### src/rtl/coh_pkg.sv
package coh_pkg;

    typedef enum logic [2:0] {
        ST_I = 3'd0,
        ST_S = 3'd1,
        ST_E = 3'd2,
        ST_R = 3'd3,
        ST_M = 3'd4
    } line_st_e;

    typedef enum logic [1:0] {
        LOP_READ  = 2'd0,
        LOP_WRITE = 2'd1,
        LOP_EVICT = 2'd2,
        LOP_NONE  = 2'd3
    } lop_e;

    typedef enum logic [1:0] {
        BOP_NONE = 2'd0,
        BOP_READ = 2'd1,
        BOP_RFO  = 2'd2,
        BOP_UPG  = 2'd3
    } bop_e;

    typedef struct packed {
        line_st_e nxt;
        logic     need_bus;
        logic     is_write;
        logic     wb;
    } local_dec_t;

    typedef struct packed {
        line_st_e nxt;
        logic     shared;
        logic     supply;
        logic     dirty;
    } snoop_dec_t;

endpackage

### src/rtl/coh_local_decide.sv
module coh_local_decide
    import coh_pkg::*;
(
    input  line_st_e   cur,
    input  lop_e       op,
    output local_dec_t dec
);
    always_comb begin
        dec          = '0;
        dec.nxt      = cur;
        unique case (op)
            LOP_READ: begin
                if (cur == ST_I) dec.need_bus = 1'b1;
            end
            LOP_WRITE: begin
                if (cur == ST_M || cur == ST_E) begin
                    dec.nxt = ST_M;
                end else begin
                    dec.need_bus = 1'b1;
                    dec.is_write = 1'b1;
                end
            end
            LOP_EVICT: begin
                dec.nxt = ST_I;
                dec.wb  = (cur == ST_M);
            end
            default: ;
        endcase
    end

    always_comb begin
        if (dec.need_bus) assert (dec.wb == 1'b0);
    end
endmodule

### src/rtl/coh_snoop_decide.sv
module coh_snoop_decide
    import coh_pkg::*;
(
    input  logic       valid,
    input  line_st_e   cur,
    input  bop_e       op,
    output snoop_dec_t dec
);
    logic held;
    assign held = (cur != ST_I);

    always_comb begin
        dec     = '0;
        dec.nxt = cur;
        if (valid) begin
            unique case (op)
                BOP_READ: begin
                    dec.shared = held;
                    dec.supply = held;
                    dec.dirty  = (cur == ST_M);
                    if (cur == ST_M)                    dec.nxt = ST_I;
                    else if (cur == ST_E || cur == ST_R) dec.nxt = ST_S;
                end
                BOP_RFO: begin
                    dec.shared = held;
                    dec.supply = held;
                    dec.dirty  = (cur == ST_M);
                    dec.nxt    = ST_I;
                end
                BOP_UPG: begin
                    dec.shared = held;
                    dec.dirty  = (cur == ST_M);
                    dec.nxt    = ST_I;
                end
                default: ;
            endcase
        end
    end

    always_comb begin
        if (dec.dirty) assert (dec.nxt == ST_I);
    end
endmodule

### src/rtl/coh_bus_select.sv
module coh_bus_select
    import coh_pkg::*;
(
    input  line_st_e cur,
    input  logic     pend_wr,
    input  logic     shared_in,
    input  logic     dirty_in,
    output bop_e     op,
    output line_st_e fill
);
    always_comb begin
        if (!pend_wr)          op = BOP_READ;
        else if (cur == ST_I)  op = BOP_RFO;
        else                   op = BOP_UPG;
    end

    always_comb begin
        if (pend_wr)        fill = ST_M;
        else if (dirty_in)  fill = ST_R;
        else if (shared_in) fill = ST_S;
        else                fill = ST_E;
    end
endmodule

### src/rtl/coh_line_ctrl.sv
module coh_line_ctrl
    import coh_pkg::*;
#(
    parameter int NUM_LINES = 16,
    localparam int IDX_W    = (NUM_LINES > 1) ? $clog2(NUM_LINES) : 1
)(
    input  logic             clk,
    input  logic             rst_n,
    input  logic             lreq_valid,
    input  logic [1:0]       lreq_op,
    input  logic [IDX_W-1:0] lreq_idx,
    output logic             lreq_ready,
    output logic             bus_req_valid,
    output logic [1:0]       bus_req_op,
    output logic [IDX_W-1:0] bus_req_idx,
    input  logic             bus_done,
    input  logic             bus_shared_in,
    input  logic             bus_dirty_in,
    input  logic             snp_valid,
    input  logic [1:0]       snp_op,
    input  logic [IDX_W-1:0] snp_idx,
    output logic             snp_shared,
    output logic             snp_supply,
    output logic             snp_dirty,
    output logic             wb_valid,
    output logic [IDX_W-1:0] wb_idx,
    input  logic [IDX_W-1:0] rd_idx,
    output logic [2:0]       rd_state
);
    typedef struct packed {
        logic [NUM_LINES-1:0][2:0] lines;
        logic                      pend_v;
        logic                      pend_wr;
        logic [IDX_W-1:0]          pend_idx;
        logic                      wb_v;
        logic [IDX_W-1:0]          wb_idx;
    } regs_t;

    regs_t r_d, r_q;

    line_st_e   cur_l, cur_s, cur_p;
    local_dec_t ldec;
    snoop_dec_t sdec;
    bop_e       bop;
    line_st_e   fill;
    logic       accept;

    assign cur_l = line_st_e'(r_q.lines[lreq_idx]);
    assign cur_s = line_st_e'(r_q.lines[snp_idx]);
    assign cur_p = line_st_e'(r_q.lines[r_q.pend_idx]);

    coh_local_decide u_local (
        .cur (cur_l),
        .op  (lop_e'(lreq_op)),
        .dec (ldec)
    );

    coh_snoop_decide u_snoop (
        .valid (snp_valid),
        .cur   (cur_s),
        .op    (bop_e'(snp_op)),
        .dec   (sdec)
    );

    coh_bus_select u_bus (
        .cur       (cur_p),
        .pend_wr   (r_q.pend_wr),
        .shared_in (bus_shared_in),
        .dirty_in  (bus_dirty_in),
        .op        (bop),
        .fill      (fill)
    );

    // one state writer per cycle from the processor side: stall on any snoop
    assign lreq_ready = !r_q.pend_v && !snp_valid;
    assign accept     = lreq_valid && lreq_ready && (lop_e'(lreq_op) != LOP_NONE);

    always_comb begin
        r_d      = r_q;
        r_d.wb_v = 1'b0;

        if (snp_valid) begin
            r_d.lines[snp_idx] = sdec.nxt;
            if (sdec.dirty) begin
                r_d.wb_v   = 1'b1;
                r_d.wb_idx = snp_idx;
            end
        end

        if (accept) begin
            if (ldec.need_bus) begin
                r_d.pend_v   = 1'b1;
                r_d.pend_wr  = ldec.is_write;
                r_d.pend_idx = lreq_idx;
            end else begin
                r_d.lines[lreq_idx] = ldec.nxt;
            end
            if (ldec.wb) begin
                r_d.wb_v   = 1'b1;
                r_d.wb_idx = lreq_idx;
            end
        end

        if (r_q.pend_v && bus_done) begin
            r_d.lines[r_q.pend_idx] = fill;
            r_d.pend_v              = 1'b0;
        end
    end

    always_ff @(posedge clk or negedge rst_n) begin
        if (!rst_n) r_q <= '0;
        else        r_q <= r_d;
    end

    assign bus_req_valid = r_q.pend_v;
    assign bus_req_op    = r_q.pend_v ? bop : BOP_NONE;
    assign bus_req_idx   = r_q.pend_idx;
    assign snp_shared    = sdec.shared;
    assign snp_supply    = sdec.supply;
    assign snp_dirty     = sdec.dirty;
    assign wb_valid      = r_q.wb_v;
    assign wb_idx        = r_q.wb_idx;
    assign rd_state      = r_q.lines[rd_idx];

    // exclusive write turns modified with no bus activity
    p_silent_excl_write_r3: assert property (@(posedge clk) disable iff (!rst_n)
        (accept && lop_e'(lreq_op) == LOP_WRITE && cur_l == ST_E)
        |=> (!bus_req_valid && r_q.lines[$past(lreq_idx)] == ST_M));

    // outstanding request is held, same line, until completion
    p_req_held_r4: assert property (@(posedge clk) disable iff (!rst_n)
        (bus_req_valid && !bus_done) |=> (bus_req_valid && $stable(bus_req_idx)));

    // an ownership transaction always ends in Modified
    p_own_done_mod_r5: assert property (@(posedge clk) disable iff (!rst_n)
        (bus_req_valid && bus_done && bus_req_op != BOP_READ)
        |=> (r_q.lines[$past(bus_req_idx)] == ST_M));

    // snooped ownership or invalidate leaves the line invalid
    p_snoop_kill_r8: assert property (@(posedge clk) disable iff (!rst_n)
        (snp_valid && (bop_e'(snp_op) == BOP_RFO || bop_e'(snp_op) == BOP_UPG))
        |=> (r_q.lines[$past(snp_idx)] == ST_I));

    // no local acceptance while a bus request is pending
    p_busy_blocks_r11: assert property (@(posedge clk) disable iff (!rst_n)
        bus_req_valid |-> !lreq_ready);

    for (genvar gi = 0; gi < NUM_LINES; gi++) begin : g_line_chk
        // only the five legal codes are ever held
        p_state_legal_r1: assert property (@(posedge clk) disable iff (!rst_n)
            r_q.lines[gi] <= 3'd4);
        // a writeback names a line that was Modified one edge earlier
        p_wb_from_dirty_r10: assert property (@(posedge clk) disable iff (!rst_n)
            (wb_valid && wb_idx == IDX_W'(gi)) |-> ($past(r_q.lines[gi]) == ST_M));
    end
endmodule

### config.mk
export PLATFORM = sky130hd
export DESIGN_NAME = coh_line_ctrl
export DESIGN_NICKNAME = d
export VERILOG_FILES = /design/src/rtl/coh_pkg.sv /design/src/rtl/coh_local_decide.sv /design/src/rtl/coh_snoop_decide.sv /design/src/rtl/coh_bus_select.sv /design/src/rtl/coh_line_ctrl.sv
export SDC_FILE = /design/constraint.sdc
export NUM_CORES = 1
export LEC_CHECK = 0
export BUFFER_PORTS_ARGS = -buffer_cell sky130_fd_sc_hd__buf_2
export CAP_MARGIN = 20
export CELL_PAD_IN_SITES_DETAIL_PLACEMENT = 1
export CELL_PAD_IN_SITES_GLOBAL_PLACEMENT = 1
export CORE_MARGIN = 4
export CORE_UTILIZATION = 48
export DETAILED_ROUTE_END_ITERATION = 8
export PLACE_DENSITY = 0.82
export SLEW_MARGIN = 20
export SYNTH_ARGS = -nofsm -noshare
export SYNTH_HDL_FRONTEND = slang
export SYNTH_SLANG_ARGS = --single-unit
### constraint.sdc
create_clock -name clk -period 4.7 [get_ports clk]
set_clock_uncertainty 0.15 [all_clocks]
set_input_delay 0.94 -clock clk [delete_from_list [all_inputs] [get_ports clk]]
set_output_delay 0.94 -clock clk [all_outputs]
set_load 0.05 [all_outputs]
==> results of run 1 <==
## flip-flops by register name (all words and copies together), names as in the netlist
signal / count
r_q: 49
bus_req_valid: 1
wb_idx: 4
bus_req_idx: 4
wb_valid: 1
## critical path: cells and delay by family
family	cells	cell delay, ns
simple gates	2	0.63
buf+inv	2	0.56
mux	2	1.11
## worst paths after layout
kind | slack [ns] | startpoint | depth (start not counted) | end
setup / recovery | 0.36 | snp_idx[0] | 6 | snp_supply
hold / removal | 0.43 | rst_n | 1 | r_q[58]$_DFF_PN0_
setup reg to reg | 1.41 | r_q[56]$_DFF_PN0_ | 6 | r_q[24]$_DFF_PN0_
hold reg to reg | 0.44 | wb_idx[2]$_DFF_PN0_ | 2 | wb_idx[2]$_DFF_PN0_
max in group asynchronous | 3.02 | rst_n | 2 | r_q[12]$_DFF_PN0_
min in group clk | 0.44 | wb_idx[2]$_DFF_PN0_ | 2 | wb_idx[2]$_DFF_PN0_
## metrics by stage
stage | cell area [um2] | hold slack [ns] | setup WS [ns]
after floorplan | 5692 | 0.3948 | 0.5606
after global placement | 5857 | 0.4018 | 0.4411
after detailed placement | 5857 | 0.4246 | 0.3556
after CTS | 6127 | 0.4381 | 0.3525
after global routing | 6127 | 0.4587 | 0.2431
final | 6130 | 0.4254 | 0.3620
## cell type report
cell class,count,area share (%)
well taps,143,2.919
diodes,1,0.04082
clock buffers,11,3.960
flip-flops and latches,59,24.09
repair buffers,51,4.572
multi-input cells,479,63.36
inverters,10,0.6124
clock inverters,4,0.4491
## Yosys cell counts, drive strengths merged (2+ instances only)
cell	n	share of area, %
nand2	81	5.3
nor2	60	4.2
dfrtp	59	26
mux4	44	17
buf	31	3.6
clkbuf	25	1.6
mux2i	24	4.2
a21oi	22	2.2
nand3	20	1.8
nor3	20	1.8
a31oi	19	2.8
mux2	19	3.9
o31ai	15	2.0
o221a	14	2.8
and3	13	1.4
a311oi	11	1.7
nor2b	10	1.1
o21ai	10	0.88
ha	9	2.0
inv	9	0.59
nor4	8	0.88
o211ai	8	1.1
o2bb2ai	7	1.1
o2111ai	6	0.92
a211oi	5	0.66
nand2b	5	0.55
a41oi	4	1.0
or3	4	0.44
a311o	3	0.53
a31o	3	0.46
and2	3	0.33
and4	3	0.46
nand4	3	0.33
nor3b	3	0.40
o21a	3	0.40
a21boi	2	0.26
a41o	2	0.35
o221ai	2	0.31
## logic make-up (layout without fill, tap and decap cells)
| family | count (synthesis) | after routing | share of synthesized area, % |
|---|---|---|---|
| fa+ha+maj | 9 | 9 | 1.978 |
| xor+xnor | 1 | 1 | 0.1539 |
| flops | 59 | 59 | 25.94 |
| compound gates | 143 | 143 | 20.62 |
| buf+inv | 66 | 76 | 5.869 |
| mux | 87 | 87 | 25.52 |
| other cells | 0 | 1 | 0 |
| simple gates | 239 | 239 | 19.92 |
## per-layer routing
metal | share of wire (%) | up-vias
li1 | - | 2347
met1 | 36 | 2898
met2 | 47 | 433
met3 | 11 | 142
met4 | 6.5 | 0
met5 | 0 | -
## power groups by stage
stage / Sequential, mW / Combinational [mW] / Clock (mW)
2_1_floorplan: 0.939 / 1.58 / 0
3_3_place_gp: 1.21 / 1.86 / 0
3_5_place_dp: 1.23 / 1.93 / 0
4_1_cts: 1.22 / 1.95 / 0.629
5_1_grt: 1.27 / 2.11 / 0.650
6_report: 1.28 / 2.00 / 0.627
==> summary.txt, run 1 <==
GLOBAL ROUTING
-------------------------------------------------------------------------------------------
Antenna violations before repair                                                          0
Met2 GRT Util                                                                        57.83%
Number of global-route vias before repair                                              5988
Met1 usage                                                                           43.43%
Maximum number of pins on one net before global-route repair                             39
Congestion Overflow GR                                                                    0
Wire length of the first global-routing pass                                       36.26 mm
GR peak layer                                                                          met2
Total GRT Usage                                                                      36.08%
Met3 global-route usage                                                              9.100%

FINAL LAYOUT
-------------------------------------------------------------------------------------------
Final standard cell count with taps included and fillers excluded                       758
Syn-to-layout area delta                                                             7.694%
Layout net count                                                                        642
Most common library cell in the layout ignoring fill and taps                  sky130_fd_sc_hd__nand2_1
FF+latch area                                                                  0.001476 mm2
Fill cells                                                                             1327
Area used by multi-input combinational logic                                   0.003884 mm2
Final core area utilization                                                          53.23%
Fraction of final layout cells with drive strength greater than 1                    25.90%
Commonest cells after routing, fill and taps aside                             sky130_fd_sc_hd__nand2_1 (81), sky130_fd_sc_hd__dfrtp_1 (59), sky130_fd_sc_hd__nor2_1 (58)

DIE
-------------------------------------------------------------------------------------------
Width of the chip                                                                  116.9 um
Area of the core                                                                0.01152 mm2
Io pins                                                                                  42
Die Footprint                                                                   0.01366 mm2
Number of cell rows                                                                      39
Chip Height                                                                        116.9 um
Initial standard-cell utilization of the core                                        49.42%

YOSYS
-------------------------------------------------------------------------------------------
Number of synthesis warnings                                                              0
Share of async-settable or async-resettable flops after synthesis                    100.0%
Portion of the post-synthesis area used by sequential elements                       25.94%
Count of flip-flops with a built-in enable after synthesis                                0
Syn Nets                                                                                636
Post-synthesis instance area                                                   0.005692 mm2
Distinct cell type count after synthesis                                                 65
Mean instance size in the synthesized netlist                                     9.423 um2
Number of instances in the synthesized netlist                                          604
Main synth FF type                                                             sky130_fd_sc_hd__dfrtp_1
Synth Register Bits                                                                      59

STA
-------------------------------------------------------------------------------------------
Time the worst path needs with I/O delays and setup                                4.338 ns
Final setup violation count                                                               0
Part of the cycle the worst path needs                                               92.30%
Count of pins over their slew limit                                                       0
Slew of the pin with the lowest slew margin                                        1.091 ns
Total count of hold-check failures in the final report                                    0
Timing-limited maximum frequency                                                  230.5 MHz
Setup Total Neg Slack                                                                  0 ns
Setup repair after global routing missed its margin                                   false
Slew headroom                                                                        27.12%

HOLD PATH
-------------------------------------------------------------------------------------------
Class of the tightest hold or removal check                                    input pin to asynchronous set/reset pin

PWR
-------------------------------------------------------------------------------------------
Share of power burned in registers                                                    32.8%
Worst vdd ir                                                                      0.3525 mV
Sw frac                                                                              51.23%
P_leak                                                                             2.615 nW
Int Power                                                                          1.905 mW
Fraction of power consumed by combinational cells                                     51.2%
Power Density                                                                  637.4 mW/mm2
Sum of internal, switching and leakage power                                       3.907 mW
Switching power of the nets                                                        2.002 mW
Clock share of power                                                                  16.1%

DRT
-------------------------------------------------------------------------------------------
DRC Markers                                                                               0
Routed wire length                                                                 23.78 mm
Number of design-rule violations left by the first detailed-router iteration            804
Total vias in the final route                                                          5820
Final antenna-violating net count                                                         0
Average vias per placed instance                                                      7.678
Pre-Repair DR Iteration Count                                                             5
Wire length per cell after detailed routing                                        31.38 um

SETUP PATH
-------------------------------------------------------------------------------------------
Cells along the critical path                                                  buf_2, mux4_2, mux4_2, or3_1, and3_1, buf_2
Critical path start-end classification                                         input pin to output port
Library cell contributing the largest single delay on the critical path        sky130_fd_sc_hd__mux4_2
CP required                                                                         3.61 ns
Arrival time reported for the critical path endpoint                                3.25 ns
Delay of the slowest cell on the worst path                                         0.57 ns
Worst Path Max Fanout                                                                    17
Startpoint type of the worst setup path                                           input pin
Critical path endpoint category                                                 output port

RUN
-------------------------------------------------------------------------------------------
Max-capacitance violation count                                                           0

PLACEMENT
-------------------------------------------------------------------------------------------
Routability cong.                                                                     1.012
Count of buffers from port buffering                                                     41
Instance count after placement with tap cells included                                  742
HPWL reported at the end of detailed placement                                     17.07 mm

CLOCKING
-------------------------------------------------------------------------------------------
Clock tree from TritonCTS                                                              done
Total clock buffers created by CTS                                                        9
CTS-repair resized insts                                                                  0
Buffers inserted during post-CTS setup optimization                                       0
Largest buffer count on any clock path                                                    2
Clock latency reported for the late side of the worst-skew pair                     0.35 ns
Total of hold buffers inserted after clock tree synthesis                                 0
Clk sink count                                                                           59
Clock Tree Root                                                                sky130_fd_sc_hd__clkbuf_16
Worst-path clk slew                                                                 0.06 ns
H-tree depth reported by CTS                                                              3

STATUS
-------------------------------------------------------------------------------------------
Status                                                                         finished, final reports clean

(Power assumes the default switching activity.)
==> inputs of run 2 (changes only) <==
CORE_UTILIZATION = 44   (was 48)
PLACE_DENSITY = 0.79   (was 0.82)
clock period = 3.7 ns   (was 4.7 ns; I/O delays follow)
==> run 2 against run 1 <==
  * Hold slack worse by 0.14 ns
  * Critical path depth stayed put
  * Utilization is 1.2 points lower
  * Worst setup slack worse by 0.30 ns
  * Clock-buffer cell count is 2 lower
  * Critical path type unchanged
==> summary.txt, run 2 (same netlist as run 1, synthesis figures left out) <==
SETUP PATH
-------------------------------------------------------------------------------------------
CP required                                                                         2.81 ns   was 3.61 ns
Top cell family by delay on the critical path                                  multiplexers   unchanged
Most prevalent standard cell on the critical path                              sky130_fd_sc_hd__mux4_2
CP Buf/Inv Count                                                                          2   unchanged
Startpoint type of the worst setup path                                           input pin   unchanged
Worst Path Max Fanout                                                                     5   was 17
Endpoint of the most critical register-to-register path                        r_q[45]$_DFF_PN0_   was r_q[24]$_DFF_PN0_
Path depth of the worst reg2reg path                                                      8   was 6
Critical path endpoint category                                                 output port   unchanged
Delay of the slowest cell on the worst path                                         0.53 ns   was 0.57 ns
Cells along the critical path                                                  clkbuf_4, mux4_2, mux4_2, or3_4, and3_2, buf_4   was buf_2, mux4_2, mux4_2, or3_1, and3_1, buf_2
Critical path start-end classification                                         input pin to output port   unchanged
Library cell contributing the largest single delay on the critical path        sky130_fd_sc_hd__mux4_2   unchanged
Arrival time reported for the critical path endpoint                                2.75 ns   was 3.25 ns
Register-to-register setup slack                                                    0.52 ns   was 1.41 ns
Worst flop-to-flop path startpoint                                             r_q[55]$_DFF_PN0_   was r_q[56]$_DFF_PN0_

DIE
-------------------------------------------------------------------------------------------
Area of the core                                                                0.01262 mm2   was 0.01152 mm2
Width of the chip                                                                  121.7 um   was 116.9 um
Io pins                                                                                  42   unchanged
Initial standard-cell utilization of the core                                        45.10%   was 49.42%
Chip Height                                                                        121.7 um   was 116.9 um
Die Footprint                                                                   0.01482 mm2   was 0.01366 mm2
Number of cell rows                                                                      41   was 39

STA
-------------------------------------------------------------------------------------------
Final setup violation count                                                               0   unchanged
Setup Total Neg Slack                                                                  0 ns   unchanged
Count of pins over their slew limit                                                       0   unchanged
Worst Setup Slack, final                                                         0.05855 ns   was 0.3620 ns
Part of the cycle the worst path needs                                               98.42%
Timing-limited maximum frequency                                                  274.6 MHz
Setup repair after global routing missed its margin                                   false   unchanged
Time the worst path needs with I/O delays and setup                                3.641 ns
Slew headroom                                                                        41.19%   was 27.12%
Slew of the pin with the lowest slew margin                                       0.8802 ns   was 1.091 ns
Total count of hold-check failures in the final report                                    0   unchanged

PWR
-------------------------------------------------------------------------------------------
Switching power of the nets                                                        2.571 mW   was 2.002 mW
Power Density                                                                  798.2 mW/mm2   was 637.4 mW/mm2
P_leak                                                                             2.839 nW   was 2.615 nW
Fraction of power consumed by combinational cells                                     53.8%   was 51.2%
Clock share of power                                                                  16.6%   was 16.1%
Worst vdd ir                                                                      0.2615 mV   was 0.3525 mV
Sw frac                                                                              49.04%   was 51.23%
Share of power burned in registers                                                    29.5%   was 32.8%
Int Power                                                                          2.671 mW   was 1.905 mW

PLACEMENT
-------------------------------------------------------------------------------------------
Placed Area                                                                    0.006235 mm2   was 0.005857 mm2
Count of buffers from port buffering                                                     41   unchanged
Worst setup slack before clock tree synthesis                                    -0.1491 ns   was 0.3556 ns
HPWL reported at the end of detailed placement                                     17.80 mm   was 17.07 mm
Routability cong.                                                                     1.026   was 1.012

GLOBAL ROUTING
-------------------------------------------------------------------------------------------
Maximum number of pins on one net before global-route repair                             30   was 39
Number of global-route vias before repair                                              6144   was 5988
Wire length of the first global-routing pass                                       37.07 mm   was 36.26 mm
Congestion Overflow GR                                                                    0   unchanged
Total GRT Usage                                                                      33.20%   was 36.08%
Antenna violations before repair                                                          2   was 0

FINAL LAYOUT
-------------------------------------------------------------------------------------------
Fraction of final layout cells with drive strength greater than 1                    30.89%   was 25.90%
Total non-filler cell area in the finished layout                              0.006568 mm2   was 0.006130 mm2
Flip-flop count of the largest register, all copies and words added                      49   unchanged
Most common library cell in the layout ignoring fill and taps                  sky130_fd_sc_hd__nand2_1   unchanged
Commonest cells after routing, fill and taps aside                             sky130_fd_sc_hd__nand2_1 (81), sky130_fd_sc_hd__nor2_1 (59), sky130_fd_sc_hd__dfrtp_1 (58)   was sky130_fd_sc_hd__nand2_1 (81), sky130_fd_sc_hd__dfrtp_1 (59), sky130_fd_sc_hd__nor2_1 (58)
Syn-to-layout area delta                                                             15.39%   was 7.694%
Layout net count                                                                        681   was 642
Register with the most flip-flops                                                       r_q   unchanged

DRT
-------------------------------------------------------------------------------------------
Pre-Repair DR Iteration Count                                                             5   unchanged
Wire length per cell after detailed routing                                        29.05 um   was 31.38 um
Routed wire length                                                                 24.02 mm   was 23.78 mm
DRC Markers                                                                               0   unchanged
Average vias per placed instance                                                      7.162   was 7.678
Number of design-rule violations left by the first detailed-router iteration            813   was 804
Total vias in the final route                                                          5923   was 5820
Final antenna-violating net count                                                         0   unchanged

CLOCKING
-------------------------------------------------------------------------------------------
Total clock buffers created by CTS                                                        9   unchanged
Largest buffer count on any clock path                                                    2   unchanged
H-tree depth reported by CTS                                                              3   unchanged
Worst-path clk slew                                                                 0.06 ns   about the same
Clock latency reported for the late side of the worst-skew pair                     0.35 ns   about the same
Clock tree from TritonCTS                                                              done   unchanged
Total of hold buffers inserted after clock tree synthesis                                 0   unchanged
Clock Tree Root                                                                sky130_fd_sc_hd__clkbuf_16   unchanged
Clk sink count                                                                           59   unchanged

HOLD PATH
-------------------------------------------------------------------------------------------
Class of the tightest hold or removal check                                    input pin to asynchronous set/reset pin   unchanged

RUN
-------------------------------------------------------------------------------------------
Max-capacitance violation count                                                           0   unchanged

STATUS
-------------------------------------------------------------------------------------------
Status                                                                         finished, final reports clean   unchanged

-- run 2: changes by cell type in the layout (fill, tap and decap cells not counted), sizes merged --
cell      before  now
buf           51   88
bufinv         0    1
clkinvlp       3    4
inv            9   10
-- run 2: timing repair --
| action | in CTS | in global routing |
|---|---|---|
| hold endpoints to repair | 0 | 0 |
| setup buffers | 0 | 0 |
| gates resized for setup | 3 | 7 |
| setup endpoints to repair | 3 | 3 |
| gates cloned | 0 | 0 |
-- run 2: worst reg2reg max path, cell delays in order (launching register included) --
cell	delay [ns]
sky130_fd_sc_hd__dfrtp_1	0.47
sky130_fd_sc_hd__mux4_2	0.51
sky130_fd_sc_hd__mux4_2	0.51
sky130_fd_sc_hd__buf_4	0.17
sky130_fd_sc_hd__and2_1	0.18
sky130_fd_sc_hd__buf_12	0.16
sky130_fd_sc_hd__o31ai_1	0.42
sky130_fd_sc_hd__mux2i_1	0.18
sky130_fd_sc_hd__mux2_2	0.30
-- run 2: layer usage --
metal  track usage [%]  up-vias  part of all wire [%]  wire (um)
li1                  -     2435                     -          -
met1             41.29     2966                    38       9069
met2             52.68      395                    46      11150
met3             10.07      125                    10       2417
met4             16.25        2                   5.7       1378
met5                 0        -                 0.054         13
-- run 2: cell type report --
type                       instances  area, um2
antenna                            1      2.502
clock buffer                       9      225.2
clock inverter                     7      77.57
fill                            1476       6052
inverter                          10      37.54
multi-input combinational        479       3887
sequential                        59       1478
tap                              172      215.2
timing repair buffer              90      644.4
-- run 2: worst max path at each step --
stage,endpoint,slack (ns),start,cells after the start
after floorplan,snp_supply,0.04,snp_idx[0],6
final,snp_supply,0.06,snp_idx[1],6
after CTS,snp_supply,0.02,snp_idx[1],6
after detailed placement,snp_supply,-0.15,snp_idx[0],6
after global placement,snp_supply,-0.06,snp_idx[0],6
after global routing,snp_dirty,0.01,snp_idx[1],6
-- run 2: power groups by stage --
stage | Combinational [mW] | Clock (mW) | Sequential (mW)
global route | 2.97 | 0.896 | 1.55
finish | 2.82 | 0.873 | 1.55
floorplan | 2.01 | 0 | 1.19
detailed placement | 2.71 | 0 | 1.49
global placement | 2.61 | 0 | 1.47
CTS | 2.75 | 0.872 | 1.48
-- run 2: metrics by stage --
step	cells	power [mW]	hold WS, ns	utilization [%]
floorplan	604	3.207	0.2944	-
global placement	810	4.077	0.4071	49.41
detailed placement	810	4.202	0.4270	49.41
CTS	826	5.108	0.3115	51.88
global route	827	5.411	0.3381	52.04
finish	827	5.242	0.2864	52.04
